===== src/rtl/bss_pkg.sv =====
package bss_pkg;

    localparam int WORD_W  = 32;
    localparam int SLOTS   = 16;
    localparam int BYTE_W  = 8;
    localparam int GAP_CYC = 7;
    localparam int IMG_W   = WORD_W * SLOTS;

    typedef enum logic [1:0] {
        SET_ALL  = 2'd0,
        SET_LOW  = 2'd1,
        SET_HIGH = 2'd2,
        SET_NONE = 2'd3
    } wset_e;

    typedef struct packed {
        logic  slow;
        logic  gap_en;
        logic  byte_units;
        wset_e wset;
    } cfg_t;

    function automatic logic [4:0] set_count(wset_e s);
        case (s)
            SET_ALL:  return 5'd16;
            SET_LOW:  return 5'd7;
            SET_HIGH: return 5'd9;
            default:  return 5'd0;
        endcase
    endfunction

    function automatic logic [3:0] set_base(wset_e s);
        return (s == SET_HIGH) ? 4'd7 : 4'd0;
    endfunction

    function automatic int burst_cycles(cfg_t c);
        int n;
        n = int'(set_count(c.wset));
        if (!c.gap_en)
            return WORD_W * n;
        if (c.byte_units)
            return WORD_W * n + GAP_CYC * (n * (WORD_W / BYTE_W) - 1);
        return WORD_W * n + GAP_CYC * (n - 1);
    endfunction

endpackage


===== src/rtl/bss_divider.sv =====
module bss_divider #(
    parameter int HALF_FAST = 1
) (
    input  logic clk,
    input  logic rst,
    input  logic run,
    input  logic slow,
    output logic sclk_ph,
    output logic cyc_end
);
    localparam int LIM = 4 * HALF_FAST - 1;
    localparam int CW  = $clog2(LIM + 1);

    logic [CW-1:0] cnt;
    logic [CW-1:0] lim_sel;
    logic [CW-1:0] hi_sel;

    assign lim_sel = slow ? CW'(4 * HALF_FAST - 1) : CW'(2 * HALF_FAST - 1);
    assign hi_sel  = slow ? CW'(2 * HALF_FAST)     : CW'(HALF_FAST);
    assign cyc_end = run && (cnt == lim_sel);
    assign sclk_ph = run && (cnt >= hi_sel);

    always_ff @(posedge clk) begin
        if (rst || !run || cyc_end)
            cnt <= '0;
        else
            cnt <= cnt + 1'b1;
    end
endmodule


===== src/rtl/bss_sequencer.sv =====
module bss_sequencer
    import bss_pkg::*;
(
    input  logic       clk,
    input  logic       rst,
    input  logic       start,
    input  logic [4:0] nwords,
    input  logic       gap_en,
    input  logic       byte_units,
    input  logic       cyc_end,
    output logic       busy,
    output logic       in_gap,
    output logic [2:0] gap_cnt,
    output logic       shift_en
);
    logic [4:0] bit_cnt;
    logic [4:0] bits_last;
    logic [5:0] unit_cnt;
    logic [5:0] units_last;
    logic       gap_q;
    logic [6:0] units_new;

    assign units_new = (gap_en && byte_units) ? {nwords, 2'b00} : {2'b00, nwords};
    assign shift_en  = busy && cyc_end && !in_gap;

    always_ff @(posedge clk) begin
        if (rst) begin
            busy       <= 1'b0;
            in_gap     <= 1'b0;
            gap_cnt    <= '0;
            bit_cnt    <= '0;
            unit_cnt   <= '0;
            bits_last  <= 5'd31;
            units_last <= '0;
            gap_q      <= 1'b0;
        end else if (start) begin
            busy       <= 1'b1;
            in_gap     <= 1'b0;
            gap_cnt    <= '0;
            bit_cnt    <= '0;
            unit_cnt   <= '0;
            gap_q      <= gap_en;
            bits_last  <= (gap_en && byte_units) ? 5'(BYTE_W - 1) : 5'(WORD_W - 1);
            units_last <= 6'(units_new - 7'd1);
        end else if (busy && cyc_end) begin
            if (in_gap) begin
                if (gap_cnt == 3'(GAP_CYC - 1)) begin
                    in_gap  <= 1'b0;
                    gap_cnt <= '0;
                end else begin
                    gap_cnt <= gap_cnt + 1'b1;
                end
            end else if (bit_cnt == bits_last) begin
                bit_cnt <= '0;
                if (unit_cnt == units_last) begin
                    busy <= 1'b0;
                end else begin
                    unit_cnt <= unit_cnt + 1'b1;
                    in_gap   <= gap_q;
                end
            end else begin
                bit_cnt <= bit_cnt + 1'b1;
            end
        end
    end
endmodule


===== src/rtl/bss_snapshot.sv =====
module bss_snapshot
    import bss_pkg::*;
(
    input  logic             clk,
    input  logic             rst,
    input  logic             load,
    input  logic             shift,
    input  wset_e            wset,
    input  logic [IMG_W-1:0] words_i,
    output logic             msb
);
    logic [IMG_W-1:0] img;
    logic [IMG_W-1:0] img_new;
    logic [4:0]       cnt;
    logic [3:0]       base;

    assign cnt  = set_count(wset);
    assign base = set_base(wset);
    assign msb  = img[IMG_W-1];

    for (genvar k = 0; k < SLOTS; k++) begin : g_slot
        logic [3:0] idx;
        assign idx = base + 4'(k);
        assign img_new[IMG_W-1-k*WORD_W -: WORD_W] =
            (5'(k) < cnt) ? words_i[idx*WORD_W +: WORD_W] : '0;
    end

    always_ff @(posedge clk) begin
        if (rst)
            img <= '0;
        else if (load)
            img <= img_new;
        else if (shift)
            img <= {img[IMG_W-2:0], 1'b0};
    end
endmodule


===== src/rtl/burst_sample_streamer.sv =====
module burst_sample_streamer
    import bss_pkg::*;
#(
    parameter int HALF_FAST   = 1,
    parameter int PERIOD_FAST = 1000
) (
    input  logic             clk,
    input  logic             rst,
    input  logic             tick_i,
    input  logic [IMG_W-1:0] words_i,
    input  logic             slow_i,
    input  logic             gap_i,
    input  logic             byte_i,
    input  logic [1:0]       wset_i,
    input  logic             pol_i,
    output logic             sclk_o,
    output logic             sd_o,
    output logic             strobe_o
);
    localparam int PERIOD_SLOW = PERIOD_FAST / 2;

    cfg_t       cfg_in;
    logic       busy, in_gap, cyc_end, sclk_ph, msb, shift_en;
    logic       skip_q, slow_q, gap_en_q;
    logic [2:0] gap_cnt;
    logic       accept, valid, start, over_budget;

    assign cfg_in      = '{slow: slow_i, gap_en: gap_i, byte_units: byte_i, wset: wset_e'(wset_i)};
    assign accept      = tick_i && !busy;
    assign valid       = (cfg_in.wset != SET_NONE);
    assign start       = accept && !skip_q && valid;
    assign over_budget = burst_cycles(cfg_in) > (cfg_in.slow ? PERIOD_SLOW : PERIOD_FAST);

    always_ff @(posedge clk) begin
        if (rst) begin
            skip_q   <= 1'b0;
            slow_q   <= 1'b0;
            gap_en_q <= 1'b0;
        end else begin
            if (accept)
                skip_q <= start && over_budget;
            if (start) begin
                slow_q   <= cfg_in.slow;
                gap_en_q <= cfg_in.gap_en;
            end
        end
    end

    bss_divider #(.HALF_FAST(HALF_FAST)) u_div (
        .clk     (clk),
        .rst     (rst),
        .run     (busy),
        .slow    (slow_q),
        .sclk_ph (sclk_ph),
        .cyc_end (cyc_end)
    );

    bss_sequencer u_seq (
        .clk        (clk),
        .rst        (rst),
        .start      (start),
        .nwords     (set_count(cfg_in.wset)),
        .gap_en     (cfg_in.gap_en),
        .byte_units (cfg_in.byte_units),
        .cyc_end    (cyc_end),
        .busy       (busy),
        .in_gap     (in_gap),
        .gap_cnt    (gap_cnt),
        .shift_en   (shift_en)
    );

    bss_snapshot u_snap (
        .clk     (clk),
        .rst     (rst),
        .load    (start),
        .shift   (shift_en),
        .wset    (cfg_in.wset),
        .words_i (words_i),
        .msb     (msb)
    );

    assign sclk_o   = sclk_ph;
    assign sd_o     = busy && !in_gap && msb;
    assign strobe_o = pol_i ? busy : !busy;
endmodule


===== config.mk =====
export PLATFORM = sky130hd
export DESIGN_NAME = burst_sample_streamer
export DESIGN_NICKNAME = d
export VERILOG_FILES = /design/src/rtl/bss_pkg.sv /design/src/rtl/bss_divider.sv /design/src/rtl/bss_sequencer.sv /design/src/rtl/bss_snapshot.sv /design/src/rtl/burst_sample_streamer.sv
export SDC_FILE = /design/constraint.sdc
export NUM_CORES = 1
export LEC_CHECK = 0
export CORE_ASPECT_RATIO = 0.9
export CORE_UTILIZATION = 30
export DETAILED_ROUTE_END_ITERATION = 7
export RECOVER_POWER = 100
export SLEW_MARGIN = 20
export SYNTH_ARGS = -nofsm -noshare
export SYNTH_HDL_FRONTEND = slang
export SYNTH_SLANG_ARGS = --single-unit

===== constraint.sdc =====
create_clock -name clk -period 4.95 [get_ports clk]
set_input_delay 0.99 -clock clk [delete_from_list [all_inputs] [get_ports clk]]
set_output_delay 0.99 -clock clk [all_outputs]
set_load 0.01 [all_outputs]

Word-level counts from Yosys, hierarchy flattened. Index checks and enable logic that the tools add are counted. W data, S select, Z words.

Logic and storage cells: 151. Latch bits: 0. Output and inout bits: 3. Memories: 0. Input port bits: 521. Memory bits (read-only): 0. Register bits after elaboration: 544. RAM bits: 0.

Add/subtract/negate cells: 24. Equality and inequality tests: 8. Bitwise gates (word level): 2. Mux-type cells: 43. Order comparisons: 18. Reductions and logical operators: 26. Shifts and indexed selects: 16. Multiply operators: 2. Div/mod/pow operators: 0.

Operator list (count): $shiftx A512 B10 Y32 (16); $mux W512 (2); $mux W32 (19); $lt A4 B5 Y1 const A (8); $add A4 B4 Y4 const B (8); $gt A32 B11 Y1 (1); $lt A3 B5 Y1 const A (4); $mux W10 (2); $add A4 B3 Y4 const B (4); $pmux W5 S3 (1); $add A11 B12 Y13 (1); $add A11 B10 Y12 (1); $mul A4 B8 Y12 const A (1); $mux W1 (12); $logic_and A1 B1 Y1 (11); $lt A1 B5 Y1 const A (2); $lt A2 B5 Y1 const A (2); $mul A4 B6 Y10 const A (1); $mux W5 (2); $add A4 B2 Y4 const B (2); $reduce_and A4 Y1 (2); $reduce_bool A2 Y1 (4); $sub A7 B1 Y8 const B (1); $add A6 B1 Y6 const B (1); 23 further kinds (31).

Depth between registers and ports, before layout. Gate-level depths: netlist of run 1.

Word-level depth: 10. Mapped depth: 14. Gate-level depth less buffers: 10.

By module. A second synthesis of run 1 with hierarchy kept.

Cell total of the unflattened synthesis: 2739. Area, all modules: 26694.4 µm².

By module, submodules not included: bss_snapshot (seq. area each 10249.8 µm², cells an instance 2527, times used 1, area each 24801.3 µm²); bss_sequencer (seq. area each 480.5 µm², cells an instance 152, times used 1, area each 1335.0 µm²); burst_sample_streamer (seq. area each 40.0 µm², cells an instance 45, times used 1, area each 427.9 µm²); bss_divider (seq. area each 40.0 µm², cells an instance 15, times used 1, area each 130.1 µm²).

Worst setup path after synthesis of run 1. Ideal clock, no wire load.

Kind: input -> register. From: in wset_i[0]. To: reg skip_q. Buffers on the path: 4. Data required time: 4.828 ns. Cell stages on the path: 13. Library setup time: 0.122 ns. Data arrival time: 3.177 ns. Path slack: 1.651 ns. Path through: inv_1 -> ha_1 -> buf_2 -> buf_2 -> buf_1 -> clkbuf_1 -> nor2b_1 -> nor2_1 -> ha_1 -> nor2b_1 -> o21ai_0 -> a22oi_1 -> o311a_1.

Cells in the longest elaborated chain, start to end: 10. Elaborated cells between the ends (all ways): 18. Those cells by class: add/sub (4); mul (2); order compare (1); eq/ne (3); mux (5); reduce/logical (3).

RTL lines: start, declared (line burst_sample_streamer.sv:14) `input logic [1:0] wset_i,`; $eq A2 B2 Y1 (tied with other cells) (line bss_pkg.sv:24) `case (s)`; $pmux W5 S3 (line bss_pkg.sv:24); $sub A7 B1 Y8 (line bss_pkg.sv:42) `return WORD_W * n + GAP_CYC * (n * (WORD_W / BYTE_W) - 1);`; $mul A4 B8 Y12 (line bss_pkg.sv:42); $add A11 B12 Y13 (line bss_pkg.sv:42); $mux W32 (line bss_pkg.sv:41) `if (c.byte_units)`; $mux W32 (line bss_pkg.sv:43) `return WORD_W * n + GAP_CYC * (n - 1);`; $mux W32 (line bss_pkg.sv:41); $gt A32 B11 Y1 (line burst_sample_streamer.sv:32) `assign over_budget = burst_cycles(cfg_in) > (cfg_in.slow ? PERIOD_SLOW : PERIOD_FAST);`; $logic_and A1 B1 Y1 (*) (line burst_sample_streamer.sv:41) `skip_q <= start && over_budget;`; end signal, assigned (line burst_sample_streamer.sv:41); end, declared (line burst_sample_streamer.sv:24) `logic skip_q, slow_q, gap_en_q;`.

Mark *: on every way between the ends. The rest lies on a longest branch, timed or not. A chain may end at the register's enable or synchronous reset.

Final worst setup path of run 1.
From: in wset_i[1]. To: reg u_seq.units_last[5].

Cells in the longest elaborated chain, start to end: 4. Elaborated cells between the ends (all ways): 8. Those cells by class: add/sub (1); eq/ne (3); mux (2); reduce/logical (2).

RTL lines: $eq A2 B2 Y1 (tied with other cells) (line bss_pkg.sv:24); $pmux W5 S3 (line bss_pkg.sv:24); $mux W6 (line bss_sequencer.sv:23) `assign units_new = (gap_en && byte_units) ? {nwords, 2'b00} : {2'b00, nwords};`; $sub A6 B1 Y6 (line bss_sequencer.sv:44) `units_last <= 6'(units_new - 7'd1);`; end signal, assigned (line bss_sequencer.sv:44); end, declared (line bss_sequencer.sv:19) `logic [5:0] units_last;`.

Parallel ways exist; a longest one is shown, timed or not.

==> results.sh, run 1 <==
export IMPL_final_common_cell="mux2i_1"
export IMPL_ys_seq_area_share_pct=36.0
export IMPL_clk_pin_slew_ns=0.06
export IMPL_fin_crit_sh_pct=82.0
export IMPL_start_util_pct=30.4
export IMPL_slew_limit_headroom_pct=-0.676
export IMPL_combPwrFrac_pct=18.0
export IMPL_cts_buffers=68
export IMPL_synth_ff_type="dfxtp_1"
export IMPL_synth_compound_area_share_pct=19.1
export IMPL_synth_top_area_cell="dfxtp_1"
export IMPL_grt_usage_pct=21.6
export IMPL_clkPwrFrac_pct=42.0
export IMPL_syn_to_final_growth_pct=27.5
export IMPL_hpwl_um=83000
export IMPL_pin_count=524
export IMPL_final_cell_mix="840 x mux2i_1, 540 x dfxtp_1, 518 x clkdlybuf4s50_1"
export IMPL_routed_wl_um=115000
export IMPL_gp_congestion=0.887
export IMPL_synth_adder_area_share_pct=0.625
export IMPL_port_buffers=523
export IMPL_hold_buffers=0
export IMPL_synth_edf_count=0
export IMPL_synthesis_area_um2=30000
export IMPL_postCtsSetupBuffers=0
export IMPL_cp_arrival_ns=4.52
export IMPL_rsz0062_at_grt="false"
export IMPL_crit_fanout=97
export IMPL_synth_top_family_by_area="multiplexers"
export IMPL_p_seq_share_pct=39.9
export IMPL_grt_pass1_wl_um=165000
export IMPL_violations="max-capacitance violations, max-slew violations"
export IMPL_async_flop_share_pct=0
export IMPL_die_x_um=336
export IMPL_max_cap_viol_count=1
export IMPL_clk_latency_ns=0.60
export IMPL_r2r_cells=6
export IMPL_tns_ns=0
export IMPL_tightest_slew_ns=1.51
export IMPL_p_int_w=0.00856
export IMPL_synth_area_leaders="dfxtp_1 36%, mux2i_1 28%, o22a_1 12%"
export IMPL_post_route_util_pct=38.8
export IMPL_yosys_area_share_simple_pct=10.0
export IMPL_coreArea_um2=98700
export IMPL_cts_tree="yes"
export IMPL_synth_xor_area_share_pct=0.379
export IMPL_netlist_instances=3170
export IMPL_cts_buffer_depth=3
export IMPL_ctsResizeCount=0
export IMPL_syn_avg_cell_area_um2=9.48
export IMPL_fin_worst_skew_ns=0.0261
export IMPL_maxSlewViolCount=44
export IMPL_via_per_inst=5.30
export IMPL_drcViolationCount=0
export IMPL_cp_start_kind="input pin"
export IMPL_firstDrtPassIters=5
export IMPL_muxShareOfSynthArea_pct=29.3
export IMPL_fp_row_count=109
export IMPL_synth_top_area_share_pct=36.0
export IMPL_p_per_area_nw_per_um2=308
export IMPL_whs_path_depth=2
export IMPL_swShare_pct=27.5
export IMPL_peakVddDrop_uv=194
export IMPL_status="complete, but fails checks"
export IMPL_crit_type="input pin to flip-flop"
export IMPL_period_minus_slack_ns=4.06
export IMPL_synth_cell_type_count=48
export IMPL_overflow=0
export IMPL_setup_viol=0
export IMPL_drtAntennaViolNets=0
export IMPL_wire_per_inst_um=23.5
export IMPL_antenna_found_initial=7
export IMPL_power_switching_w=0.00324
export IMPL_cts_sinks=540
export IMPL_critPathCaptureType="flip-flop"
export IMPL_grt_pass1_vias=24700
export IMPL_synth_seq_cells=540
export IMPL_drive_gt1_share_pct=6.30
export IMPL_required_ns=5.42
export IMPL_cts_root_buf="clkbuf_16"
export IMPL_fp_dieH_um=302
export IMPL_hold_viol_final=0
export IMPL_fp_dieArea_um2=101000
export IMPL_p_leak_nw=16.0
export IMPL_ys_warn_count=0
export IMPL_dr_total_vias=25900
export IMPL_timing_fmax_ghz=0.246
export IMPL_grt_max_degree=193
export IMPL_nets=4031
export IMPL_htree_levels=3
export IMPL_drt_iter0_markers=2044
export IMPL_hold_path_class="flip-flop to flip-flop"
export IMPL_synthesis_nets=3706
through the flow:
| stage | setup WS (ns) | cell area (µm²) | total power, W | cells | hold slack, ns |
|---|---|---|---|---|---|
| 2_1_floorplan | 1.65 | 30000 | 0.00599 | 3170 | 0.434 |
| 4_1_cts | 1.51 | 38500 | 0.0120 | 4872 | 0.462 |
| 3_5_place_dp | 0.888 | 36300 | 0.00695 | 4756 | 0.454 |
| 6_report | 0.893 | 38300 | 0.0118 | 4878 | 0.459 |
| 3_3_place_gp | 0.903 | 36300 | 0.00693 | 4756 | 0.447 |
| 5_1_grt | 0.701 | 38300 | 0.0123 | 4877 | 0.482 |
power by group through the flow:
stage	clock, W	sequential [W]	combinational (W)
6_report	0.00496	0.00471	0.00213
3_5_place_dp	0	0.00480	0.00215
3_3_place_gp	0	0.00480	0.00213
5_1_grt	0.00525	0.00473	0.00228
4_1_cts	0.00509	0.00471	0.00216
2_1_floorplan	0	0.00475	0.00124
cells in the mapped netlist, drive strengths merged, types with 2 or more instances:
cell type,count
a21oi,16
ha,15
buf,116
xor2,10
nand2,184
nor2b,35
a211oi,101
mux2,34
o211ai,2
clkbuf,200
nor2,501
or3,4
a311oi,67
xnor2,3
and3,2
o22a,415
nand2b,4
dfxtp,540
o21ai,3
a22oi,33
o311a,2
nor3,4
mux2i,840
inv,11
nand3,7
nand4,4
routing by layer:
layer	vias up	track usage [%]	wire length, µm
met1	12600	30.4	53800
met4	4	6.45	2940
met5	-	0	27
li1	12300	-	-
met3	163	3.06	5890
met2	767	34.1	52200
registers in the layout (all words and copies together), names as in the netlist:
register	cells
u_seq.in_gap	1
u_seq.unit_cnt	6
u_seq.bits_last	1
u_seq.gap_cnt	3
slow_q	1
u_seq.gap_q	1
skip_q	1
u_snap.img	512
u_seq.bit_cnt	5
u_seq.busy	1
u_div.cnt	2
u_seq.units_last	6
worst max-delay path, stage by stage:
cell and delay (ns):
dlygate4sd3_1 0.69, ha_1 0.27, nor4b_1 0.54, buf_4 0.45, clkbuf_4 1.03, o211ai_1 0.30
o21ai_0 0.17, nor2_1 0.05
kinds of logic (layout without fill, tap and decap cells):
kind of cell	after synthesis	after routing
compound gates	649	649
flops	540	540
mux	874	874
fa+ha+maj	15	15
buf+inv	327	698
xor+xnor	13	13
simple gates	752	752
other cells	0	5
layout make-up:
cell class / instances / area [µm²]
Fill cell: 10100 / 60400
Multi-Input combinational cell: 2303 / 17700
Sequential cell: 540 / 10800
Timing Repair Buffer: 571 / 5860
Clock buffer: 96 / 1960
Tap cell: 1332 / 1670
Clock inverter: 20 / 225
Inverter: 11 / 41.3
Antenna cell: 5 / 12.5
final timing paths:
| path | from | endpoint | slack, ns |
|---|---|---|---|
| worst max-delay path | wset_i[1] | u_seq.units_last[5] | 0.89 |
| worst max register to register | u_seq.busy | u_seq.units_last[5] | 1.76 |
| worst min register to register | slow_q | slow_q | 0.46 |
| worst min-delay path | slow_q | slow_q | 0.46 |
No activity file was read; power rests on OpenSTA's default activity.
==> inputs of run 2 (changes only) <==
==> constraint.sdc (replaced) <==
create_clock -name clk -period 3.8 [get_ports clk]
set_input_delay 0.76 -clock clk [delete_from_list [all_inputs] [get_ports clk]]
set_output_delay 0.76 -clock clk [all_outputs]
set_load 0.01 [all_outputs]
==> results.sh, run 2 (same netlist as run 1, synthesis figures left out) <==
export IMPL_setup_viol=0
export IMPL_cts_sinks=540
export IMPL_clkPwrFrac_pct=42.4
export IMPL_fin_crit_sh_pct=87.2
export IMPL_multi_input_comb_area_um2=17800
export IMPL_post_place_cells=4808
export IMPL_stdcell_count=4930
export IMPL_grt_pass1_wl_um=166000
export IMPL_fp_dieArea_um2=101000
export IMPL_cp_depth=9
export IMPL_die_x_um=336
export IMPL_tns_ns=0
export IMPL_crit_top_cell="buf_12"
export IMPL_crit_fanout=64
export IMPL_hold_buffers=0
export IMPL_fp_dieH_um=302
export IMPL_worst_path_buf_inv=4
export IMPL_cts_buffers=68
export IMPL_final_cell_mix="840 x mux2i_1, 540 x dfxtp_1, 518 x clkdlybuf4s50_1"
export IMPL_final_common_cell="mux2i_1"
export IMPL_p_leak_nw=16.4
export IMPL_cts_buffer_depth=3
export IMPL_endpoint="u_snap.img[247]"
export IMPL_combPwrFrac_pct=18.4
export IMPL_nets=4082
export IMPL_drt_iter0_markers=2198
export IMPL_worstReg2RegStart="slow_q"
export IMPL_top_register="u_snap.img"
export IMPL_wl_met2_um=52400
export IMPL_cp_start_kind="input pin"
export IMPL_max_cap_viol_count=1
export IMPL_pin_count=524
export IMPL_grt_pass1_vias=24800
export IMPL_fin_ws_ns=0.485
export IMPL_design_area_um2=39100
export IMPL_timing_fmax_ghz=0.302
export IMPL_r2r_end="u_snap.img[247]"
export IMPL_routed_top_layer="met5"
export IMPL_postCtsSetupBuffers=0
export IMPL_cts_root_buf="clkbuf_16"
export IMPL_htree_levels=3
export IMPL_fin_total_pwr_w=0.0156
export IMPL_period_minus_slack_ns=3.31
export IMPL_via_per_inst=5.31
export IMPL_grt_usage_pct=21.9
export IMPL_fp_row_count=109
export IMPL_clk_latency_ns=0.61
export IMPL_hold_viol_final=0
export IMPL_p_int_w=0.0113
export IMPL_overflow=0
export IMPL_p_per_area_nw_per_um2=400
export IMPL_required_ns=4.29
export IMPL_cp_startpoint="wset_i[0]"
export IMPL_ctsResizeCount=0
export IMPL_drtAntennaViolNets=0
export IMPL_syn_to_final_growth_pct=30.3
export IMPL_crit_family="buffers and inverters"
export IMPL_status="complete, but fails checks"
export IMPL_coreArea_um2=98700
export IMPL_drcViolationCount=0
export IMPL_antenna_found_initial=4
export IMPL_power_switching_w=0.00429
export IMPL_area_sequential_um2=10800
export IMPL_routed_wl_um=116000
export IMPL_hold_path_class="flip-flop to flip-flop"
export IMPL_wire_per_inst_um=23.5
export IMPL_port_buffers=523
export IMPL_critPathCaptureType="flip-flop"
export IMPL_slew_limit_headroom_pct=-10.0
export IMPL_dpl_worst_slack_ns=0.383
export IMPL_clk_pin_slew_ns=0.06
export IMPL_wl_met1_um=54500
export IMPL_crit_type="input pin to flip-flop"
export IMPL_peakVddDrop_uv=299
export IMPL_r2r_slack_ns=0.75
export IMPL_firstDrtPassIters=7
export IMPL_reg_largest_list="u_snap.img: 512 flops, u_seq.unit_cnt: 6 flops, u_seq.units_last: 6 flops"
export IMPL_cts_tree="yes"
export IMPL_drive_gt1_share_pct=8.09
export IMPL_crit_path_max_incr_delay_ns=0.95
export IMPL_start_util_pct=30.4
export IMPL_cp_arrival_ns=3.81
export IMPL_place_area_um2=37000
export IMPL_tightest_slew_ns=1.65
export IMPL_rsz0062_at_grt="false"
export IMPL_maxSlewViolCount=65
export IMPL_largest_reg_flops=512
export IMPL_num_fill_cells=9880
export IMPL_swShare_pct=27.5
export IMPL_r2r_cells=8
export IMPL_cp_cell_sequence="dlygate4sd3_1 -> buf_4 -> ha_1 -> or4b_1 -> buf_12 -> nand2_1 -> buf_12 -> nor2_1 -> a211oi_1"
export IMPL_p_seq_share_pct=39.3
export IMPL_dr_total_vias=26200
export IMPL_hpwl_um=86500
export IMPL_fin_worst_skew_ns=0.0222
export IMPL_grt_max_degree=110
export IMPL_gp_congestion=0.875
export IMPL_violations="max-capacitance violations, max-slew violations"
export IMPL_slowest_stage="or4b_1"
export IMPL_wl_met3_um=6050
==> run 2: worst min path at each step <==
stage / startpoint / to / depth (start not counted)
6_report: slow_q / slow_q / 2
5_1_grt: slow_q / slow_q / 2
4_1_cts: slow_q / slow_q / 2
3_5_place_dp: slow_q / slow_q / 2
3_3_place_gp: u_div.cnt[0] / u_div.cnt[0] / 1
2_1_floorplan: u_div.cnt[0] / u_div.cnt[0] / 1
==> run 2: power groups by stage <==
stage               clock network [W]  registers, W  logic [W]
floorplan                           0       0.00619    0.00162
global placement                    0       0.00626    0.00286
detailed placement                  0       0.00626    0.00288
CTS                           0.00677       0.00614    0.00289
global route                  0.00701       0.00617    0.00306
finish                        0.00662       0.00614    0.00287
==> run 2: layout make-up <==
cell class / instances / area share [%]
clock inverter: 16 / 0.560
timing repair buffer: 622 / 16.6
antenna: 3 / 0.0192
inverter: 11 / 0.106
sequential: 540 / 27.6
tap: 1332 / 4.26
multi-input combinational: 2303 / 45.6
clock buffer: 103 / 5.23
==> run 2: per-stage QoR <==
step | utilization [%] | hold WS [ns]
after CTS | 39.8 | 0.462
after global routing | 39.6 | 0.491
final | 39.6 | 0.466
after global placement | 37.5 | 0.454
after detailed placement | 37.5 | 0.455
after floorplan | - | 0.434
==> run 2: routing by layer <==
layer	GRT usage, %	vias up
met5	0	-
li1	-	12400
met4	6.24	2
met3	2.92	138
met1	31.0	12800
met2	34.4	838
==> run 2: tightest hold or removal path: stages, from the launching register on <==
cell	delay, ns
dfxtp_1	0.31
nand2_1	0.05
a21oi_1	0.05
